--- config.mk ---
export PLATFORM = sky130hd
export DESIGN_NAME = frame_trig_ctrl
export DESIGN_NICKNAME = d
export VERILOG_FILES = /design/src/rtl/ftc_pkg.sv /design/src/rtl/ftc_insync.sv /design/src/rtl/ftc_regfile.sv /design/src/rtl/ftc_sequencer.sv /design/src/rtl/frame_trig_ctrl.sv
export SDC_FILE = /design/constraint.sdc
export NUM_CORES = 1
export LEC_CHECK = 0
export BUFFER_PORTS_ARGS = -buffer_cell sky130_fd_sc_hd__buf_2
export CORE_MARGIN = 2
export CORE_UTILIZATION = 45
export CTS_BUF_LIST = sky130_fd_sc_hd__clkbuf_8
export DETAILED_ROUTE_END_ITERATION = 16
export GPL_ROUTABILITY_DRIVEN = 0
export SKIP_LAST_GASP = 1
export SLEW_MARGIN = 30
export SYNTH_ARGS = -nofsm -noshare
export SYNTH_HDL_FRONTEND = slang
export SYNTH_SLANG_ARGS = --single-unit
--- constraint.sdc ---
create_clock -name clk -period 5.46 [get_ports clk]
set_clock_uncertainty 0.15 [all_clocks]
set_input_delay 1.092 -clock clk [delete_from_list [all_inputs] [get_ports clk]]
set_output_delay 1.092 -clock clk [all_outputs]
set_load 0.005 [all_outputs]
--- src/rtl/ftc_pkg.sv ---
package ftc_pkg;
  // State encoding: the low two bits are the reported phase.
  typedef enum logic [2:0] {
    ST_IDLE  = 3'b000,
    ST_WSYNC = 3'b001,
    ST_WTRIG = 3'b010,
    ST_XFER  = 3'b110,
    ST_OVER  = 3'b011
  } ftc_state_e;

  localparam logic [1:0] SEL_CMD   = 2'd0;
  localparam logic [1:0] SEL_LINES = 2'd1;
  localparam logic [1:0] SEL_VTHR  = 2'd2;
  localparam int         CMD_TRIG_BIT = 1;
endpackage

--- src/rtl/ftc_insync.sv ---
module ftc_insync #(
  parameter int N      = 3,
  parameter int STAGES = 2
) (
  input  logic         clk,
  input  logic         rst,
  input  logic [N-1:0] raw,
  output logic [N-1:0] level,
  output logic [N-1:0] rise
);
  localparam int SH_W = STAGES + 1;

  for (genvar i = 0; i < N; i++) begin : g_bit
    logic [SH_W-1:0] sh;
    always_ff @(posedge clk) begin
      if (rst) sh <= '0;
      else     sh <= {sh[SH_W-2:0], raw[i]};
    end
    assign level[i] = sh[STAGES-1];
    assign rise[i]  = sh[STAGES-1] & ~sh[STAGES];

    // an edge detector cannot produce two pulses in a row
    a_r9_rise_single: assert property (@(posedge clk) disable iff (rst)
      rise[i] |=> !rise[i]);
  end
endmodule

--- src/rtl/ftc_regfile.sv ---
module ftc_regfile
  import ftc_pkg::*;
#(
  parameter int DATA_W = 32,
  parameter int LINE_W = 16
) (
  input  logic              clk,
  input  logic              rst,
  input  logic              wr_en,
  input  logic [1:0]        wr_sel,
  input  logic [DATA_W-1:0] wr_data,
  output logic              cmd_wr,
  output logic              cmd_zero,
  output logic              cmd_trig,
  output logic [LINE_W-1:0] lines_q,
  output logic [LINE_W-1:0] thr_q
);
  assign cmd_wr   = wr_en && (wr_sel == SEL_CMD);
  assign cmd_zero = (wr_data == '0);
  assign cmd_trig = wr_data[CMD_TRIG_BIT];

  always_ff @(posedge clk) begin
    if (rst) begin
      lines_q <= '0;
      thr_q   <= '0;
    end else if (wr_en) begin
      if (wr_sel == SEL_LINES) lines_q <= wr_data[LINE_W-1:0];
      if (wr_sel == SEL_VTHR)  thr_q   <= wr_data[LINE_W-1:0];
    end
  end

  // registers change only on their own select code
  a_r2_lines_hold: assert property (@(posedge clk) disable iff (rst)
    !(wr_en && wr_sel == SEL_LINES) |=> $stable(lines_q));
  a_r2_thr_hold: assert property (@(posedge clk) disable iff (rst)
    !(wr_en && wr_sel == SEL_VTHR) |=> $stable(thr_q));
endmodule

--- src/rtl/ftc_sequencer.sv ---
module ftc_sequencer
  import ftc_pkg::*;
#(
  parameter int LINE_W = 16
) (
  input  logic              clk,
  input  logic              rst,
  input  logic              cmd_wr,
  input  logic              cmd_zero,
  input  logic              cmd_trig,
  input  logic [LINE_W-1:0] lines_q,
  input  logic [LINE_W-1:0] thr_q,
  input  logic              fs_p,
  input  logic              ln_p,
  input  logic              tr_p,
  output logic [2:0]        status,
  output logic              irq_fsync,
  output logic              irq_trig,
  output logic              irq_over
);
  ftc_state_e        state;
  logic              done;
  logic              trig_mode;
  logic [LINE_W-1:0] xcnt;
  logic [LINE_W-1:0] vcnt;
  logic              vtrig;

  // Virtual trigger: line count since the last frame sync reaches the threshold
  assign vtrig = ln_p && !fs_p && (thr_q != '0) && ((vcnt + 1'b1) == thr_q);

  always_ff @(posedge clk) begin
    if (rst) begin
      state     <= ST_IDLE;
      done      <= 1'b0;
      trig_mode <= 1'b0;
      xcnt      <= '0;
      vcnt      <= '0;
      irq_fsync <= 1'b0;
      irq_trig  <= 1'b0;
      irq_over  <= 1'b0;
    end else begin
      irq_fsync <= fs_p;
      irq_trig  <= tr_p;
      irq_over  <= 1'b0;

      if (fs_p)      vcnt <= '0;
      else if (ln_p) vcnt <= vcnt + 1'b1;

      if (cmd_wr) begin
        done      <= 1'b0;
        xcnt      <= '0;
        trig_mode <= cmd_trig;
        state     <= cmd_zero ? ST_IDLE : ST_WSYNC;
      end else begin
        case (state)
          ST_WSYNC: if (fs_p) begin
            xcnt  <= '0;
            state <= trig_mode ? ST_WTRIG : ST_XFER;
          end
          ST_WTRIG: if (tr_p || vtrig) begin
            xcnt  <= '0;
            state <= ST_XFER;
          end
          ST_XFER: begin
            if (lines_q == '0) begin
              state    <= ST_OVER;
              done     <= 1'b1;
              irq_over <= 1'b1;
            end else if (ln_p) begin
              if ((xcnt + 1'b1) == lines_q) begin
                state    <= ST_OVER;
                done     <= 1'b1;
                irq_over <= 1'b1;
              end else begin
                xcnt <= xcnt + 1'b1;
              end
            end
          end
          default: ;
        endcase
      end
    end
  end

  assign status = {done, state[1:0]};

  a_r1_idle_holds: assert property (@(posedge clk) disable iff (rst)
    (state == ST_IDLE && !cmd_wr) |=> state == ST_IDLE);
  a_r2_start: assert property (@(posedge clk) disable iff (rst)
    (cmd_wr && !cmd_zero) |=> (state == ST_WSYNC && !done));
  a_r3_abort: assert property (@(posedge clk) disable iff (rst)
    (cmd_wr && cmd_zero) |=> (state == ST_IDLE && !done));
  a_r4_wait_sync: assert property (@(posedge clk) disable iff (rst)
    (state == ST_WSYNC && !fs_p && !cmd_wr) |=> state == ST_WSYNC);
  a_r5_wait_trig: assert property (@(posedge clk) disable iff (rst)
    (state == ST_WTRIG && !tr_p && !ln_p && !cmd_wr) |=> state == ST_WTRIG);
  a_r7_over_single: assert property (@(posedge clk) disable iff (rst)
    irq_over |=> !irq_over);
  a_r7_over_done: assert property (@(posedge clk) disable iff (rst)
    irq_over |-> (done && state == ST_OVER));
  a_r8_done_sticky: assert property (@(posedge clk) disable iff (rst)
    (done && !cmd_wr) |=> done);
endmodule

--- src/rtl/frame_trig_ctrl.sv ---
module frame_trig_ctrl
  import ftc_pkg::*;
#(
  parameter int DATA_W      = 32,
  parameter int LINE_W      = 16,
  parameter int SYNC_STAGES = 2
) (
  input  logic              clk,
  input  logic              rst,
  input  logic              wr_en,
  input  logic [1:0]        wr_sel,
  input  logic [DATA_W-1:0] wr_data,
  input  logic              fsync_in,
  input  logic              line_in,
  input  logic              trig_in,
  output logic [2:0]        status,
  output logic              trig_level,
  output logic              irq_fsync,
  output logic              irq_trig,
  output logic              irq_over,
  output logic              irq_done
);
  localparam int N_IN = 3;

  logic [N_IN-1:0]   lvl, rise;
  logic              cmd_wr, cmd_zero, cmd_trig;
  logic [LINE_W-1:0] lines_q, thr_q;
  logic [N_IN-1:0]   unused_lvl;

  ftc_insync #(.N(N_IN), .STAGES(SYNC_STAGES)) sync_i (
    .clk   (clk),
    .rst   (rst),
    .raw   ({trig_in, line_in, fsync_in}),
    .level (lvl),
    .rise  (rise)
  );

  ftc_regfile #(.DATA_W(DATA_W), .LINE_W(LINE_W)) regs_i (
    .clk      (clk),
    .rst      (rst),
    .wr_en    (wr_en),
    .wr_sel   (wr_sel),
    .wr_data  (wr_data),
    .cmd_wr   (cmd_wr),
    .cmd_zero (cmd_zero),
    .cmd_trig (cmd_trig),
    .lines_q  (lines_q),
    .thr_q    (thr_q)
  );

  ftc_sequencer #(.LINE_W(LINE_W)) seq_i (
    .clk       (clk),
    .rst       (rst),
    .cmd_wr    (cmd_wr),
    .cmd_zero  (cmd_zero),
    .cmd_trig  (cmd_trig),
    .lines_q   (lines_q),
    .thr_q     (thr_q),
    .fs_p      (rise[0]),
    .ln_p      (rise[1]),
    .tr_p      (rise[2]),
    .status    (status),
    .irq_fsync (irq_fsync),
    .irq_trig  (irq_trig),
    .irq_over  (irq_over)
  );

  assign trig_level = lvl[2];
  assign unused_lvl = {1'b0, lvl[1:0]};
  assign irq_done   = status[2];

  // the done interrupt drops only after a command write
  a_r8_irq_done_level: assert property (@(posedge clk) disable iff (rst)
    (irq_done && !(wr_en && wr_sel == SEL_CMD)) |=> irq_done);
  // an abort leaves no pending done level
  a_r3_abort_clears: assert property (@(posedge clk) disable iff (rst)
    (wr_en && wr_sel == SEL_CMD && wr_data == '0) |=> (status == 3'b000));
endmodule

==> reports/summary.txt <==
Syn_nets -> 623
Placed insts -> 726
Cell area after synthesis -> 4710 um^2
Critical path data required time -> 5.58 ns
Final setup vio count -> 0
Max frequency -> 288 MHz
Dpl hpwl -> 8.59 mm
Flops & latches, synth -> 81
Sink Count -> 81
Syn Inst Count -> 581
Status -> finished, final reports clean
Initial antenna violation count -> 0
Setup Buffers After CTS -> 0
Commonest non-fill, non-tap cell in the layout -> nand2_1
Clk buf depth -> 2
Drc violations -> 0
Multiplexer area fraction after synthesis -> 0.0170
Area Growth Syn to Fin -> 6.78%
CTS tree -> built
Layout cell share with drive strength beyond 1 -> 0.132
Combinational family with the most area after synthesis -> simple AND/OR/NAND/NOR gates
Initial Utilization -> 0.460
Max cap viols -> 0
Vias in the first global route -> 3998
Placeable Area -> 10200 um^2
Worst-skew pair later-pin latency -> 0.37 ns
Final nets -> 643
Most frequent cells in the layout -> nand2_1 (96), dfxtp_1 (81), buf_2 (47), a21oi_1 (41), nor2_1 (40)
Die X -> 106 um
Util after Layout -> 0.491
Hold Vio Cnt, Final -> 0
Primary FF master, synth -> dfxtp_1
Mean Syn Cell Area -> 8.10 um^2
CTS Buf Count -> 9
RSZ-0062 raised after global routing -> false
Die height -> 106 um
Setup TNS Final -> 0 ns
Synth warn -> 0
Yosys cell types -> 72
Number of flops mapped to enable cells by yosys -> 0
Global Route Usage Sum -> 0.214
Final instance area -> 5030 um^2
WL/cell -> 15.8 um
Final WL -> 11.7 mm
Crit Path Max Fanout -> 21
CTS root buffer -> clkbuf_8
CP Launch Type -> flop
Final total power -> 1.14 mW
# fillers -> 985
Adder-cell share of the synthesized area -> 0.00531
Via density -> 5.68
Worst Setup End Kind -> flop
CTS Hold Bufs -> 0
Clock-pin slew on the worst setup and hold paths -> 0.09 ns
Worst min-delay path category -> reg -> reg
Compound-Gate Fraction of Synth Area -> 0.144
Via count -> 4214
Core Rows -> 37
Slew margin rel. -> 0.430
Max Transition Viols Final -> 0
Worst slew pin tran -> 0.856 ns
DRT Pass-1 Iters -> 5
Crit Path Class -> reg -> reg
Seq/Total Area, Yosys -> 0.344
Final hold slack -> 0.290 ns
Post-route ant nets -> 0
Simple-gate share of the synthesized area -> 0.330
Static Leak -> 1.82 nW
Final Worst Setup Slack -> 1.98 ns
Max H-tree Level -> 3
# IOs -> 48
Non-filler cells, final -> 742
Grt ovf -> 0
First-pass GRT wire length -> 19.3 mm
Post-synthesis xor/xnor area fraction -> 0.0912
Pwr/cell area -> 226 nW/um^2
Crit path DAT -> 3.59 ns
Largest net degree at the start of global routing -> 48
Die area -> 11300 um^2
Post-synth ARST share -> 0
Drt initial violations -> 174
# port buffers -> 47
Placement Setup Slack -> 1.93 ns
Fin crit share -> 0.637
Fin crit period -> 3.48 ns
VDD IR max -> 0.000112 V
PostCTS Resize Cnt -> 0
Area after DPL -> 4850 um^2
Ant diodes -> 0
## final timing paths
check | startpoint | cells past startpoint | slack (ns) | endpoint
max | seq_i.xcnt[0]$_SDFFE_PP0P_ | 9 | 1.98 | seq_i.xcnt[0]$_SDFFE_PP0P_
min | sync_i.g_bit[1].sh[0]$_SDFF_PP0_ | 1 | 0.29 | sync_i.g_bit[1].sh[1]$_SDFF_PP0_
max reg2reg | seq_i.xcnt[0]$_SDFFE_PP0P_ | 9 | 1.98 | seq_i.xcnt[0]$_SDFFE_PP0P_
min reg2reg | sync_i.g_bit[1].sh[0]$_SDFF_PP0_ | 1 | 0.29 | sync_i.g_bit[1].sh[1]$_SDFF_PP0_
## per-layer routing
layer / track usage / vias to the layer above / wire (um)
li1: - / 2124 / -
met3: 0.0435 / 20 / 403
met2: 0.359 / 72 / 5590
met4: 0.0865 / 0 / 250
met5: 0 / - / 0
met1: 0.268 / 1998 / 5470
## where the power goes
part | leakage (nW) | internal (mW) | switching, mW
logic | 1.08 | 0.0413 | 0.0618
clock network | 0.0856 | 0.170 | 0.247
registers | 0.657 | 0.603 | 0.0126
## worst max-delay path: stages (launching register included)
cell	delay, ns
dfxtp_1	0.49
ha_1	0.41
nand3_4	0.14
or3_1	0.54
mux2i_1	0.20
o2111ai_1	0.19
or4_4	0.62
nand2_4	0.27
nand2_2	0.07
a311oi_1	0.29
## Yosys cell counts, drive strengths merged (2+ instances only)
| cell type | n | area, um^2 |
|---|---|---|
| a31o | 2 | 17.5 |
| nand2b | 5 | 31.3 |
| ha | 2 | 25.0 |
| and3 | 8 | 50.1 |
| xnor2 | 31 | 272 |
| nor3 | 10 | 50.1 |
| nor2 | 41 | 156 |
| a2111o | 2 | 22.5 |
| a21oi | 41 | 205 |
| nor2b | 14 | 87.6 |
| a21boi | 2 | 15.0 |
| or2 | 4 | 25.0 |
| inv | 10 | 37.5 |
| a31oi | 7 | 43.8 |
| nor3b | 3 | 22.5 |
| nor4 | 28 | 196 |
| o2111ai | 2 | 17.5 |
| a221oi | 2 | 17.5 |
| nand3b | 5 | 37.5 |
| o21ai | 8 | 43.8 |
| nand4 | 23 | 159 |
| and4 | 5 | 45.0 |
| nand2 | 98 | 378 |
| and3b | 3 | 26.3 |
| clkbuf | 17 | 63.8 |
| and2 | 5 | 31.3 |
| dfxtp | 81 | 1620 |
| a211o | 6 | 52.6 |
| or4 | 6 | 50.1 |
| buf | 23 | 216 |
| a21o | 2 | 15.0 |
| o2111a | 2 | 22.5 |
| nand3 | 22 | 135 |
| mux2i | 8 | 80.1 |
| or3 | 6 | 37.5 |
| o31ai | 2 | 15.0 |
| o311ai | 3 | 26.3 |
| xor2 | 18 | 158 |
| o211ai | 6 | 45.0 |
| o2bb2ai | 2 | 17.5 |
| nand4b | 3 | 26.3 |
## flip-flops by register name, summed over array words and instances, names as in the netlist
register         flops
seq_i.done           1
seq_i.irq_fsync      1
seq_i.irq_over       1
seq_i.state          3
seq_i.trig_mode      1
regs_i.lines_q      16
seq_i.xcnt          16
seq_i.irq_trig       1
regs_i.thr_q        16
seq_i.vcnt          16
sync_i.g_bit.sh      9
## cell families after synthesis
logic type	Yosys count
fa+ha+maj	2
compound gates	101
xor+xnor	49
mux	8
flops	81
buf+inv	50
simple gates	290
## cell type report
class / count / area (um^2) / share of cell area
inverters: 10 / 37.5 / 0.00747
well taps: 136 / 170 / 0.0338
flip-flops and latches: 81 / 1620 / 0.323
clock inverters: 7 / 55.1 / 0.0110
repair buffers: 49 / 250 / 0.0498
clock buffers: 9 / 124 / 0.0246
multi-input cells: 450 / 2770 / 0.551
(Power assumes the default switching activity.)
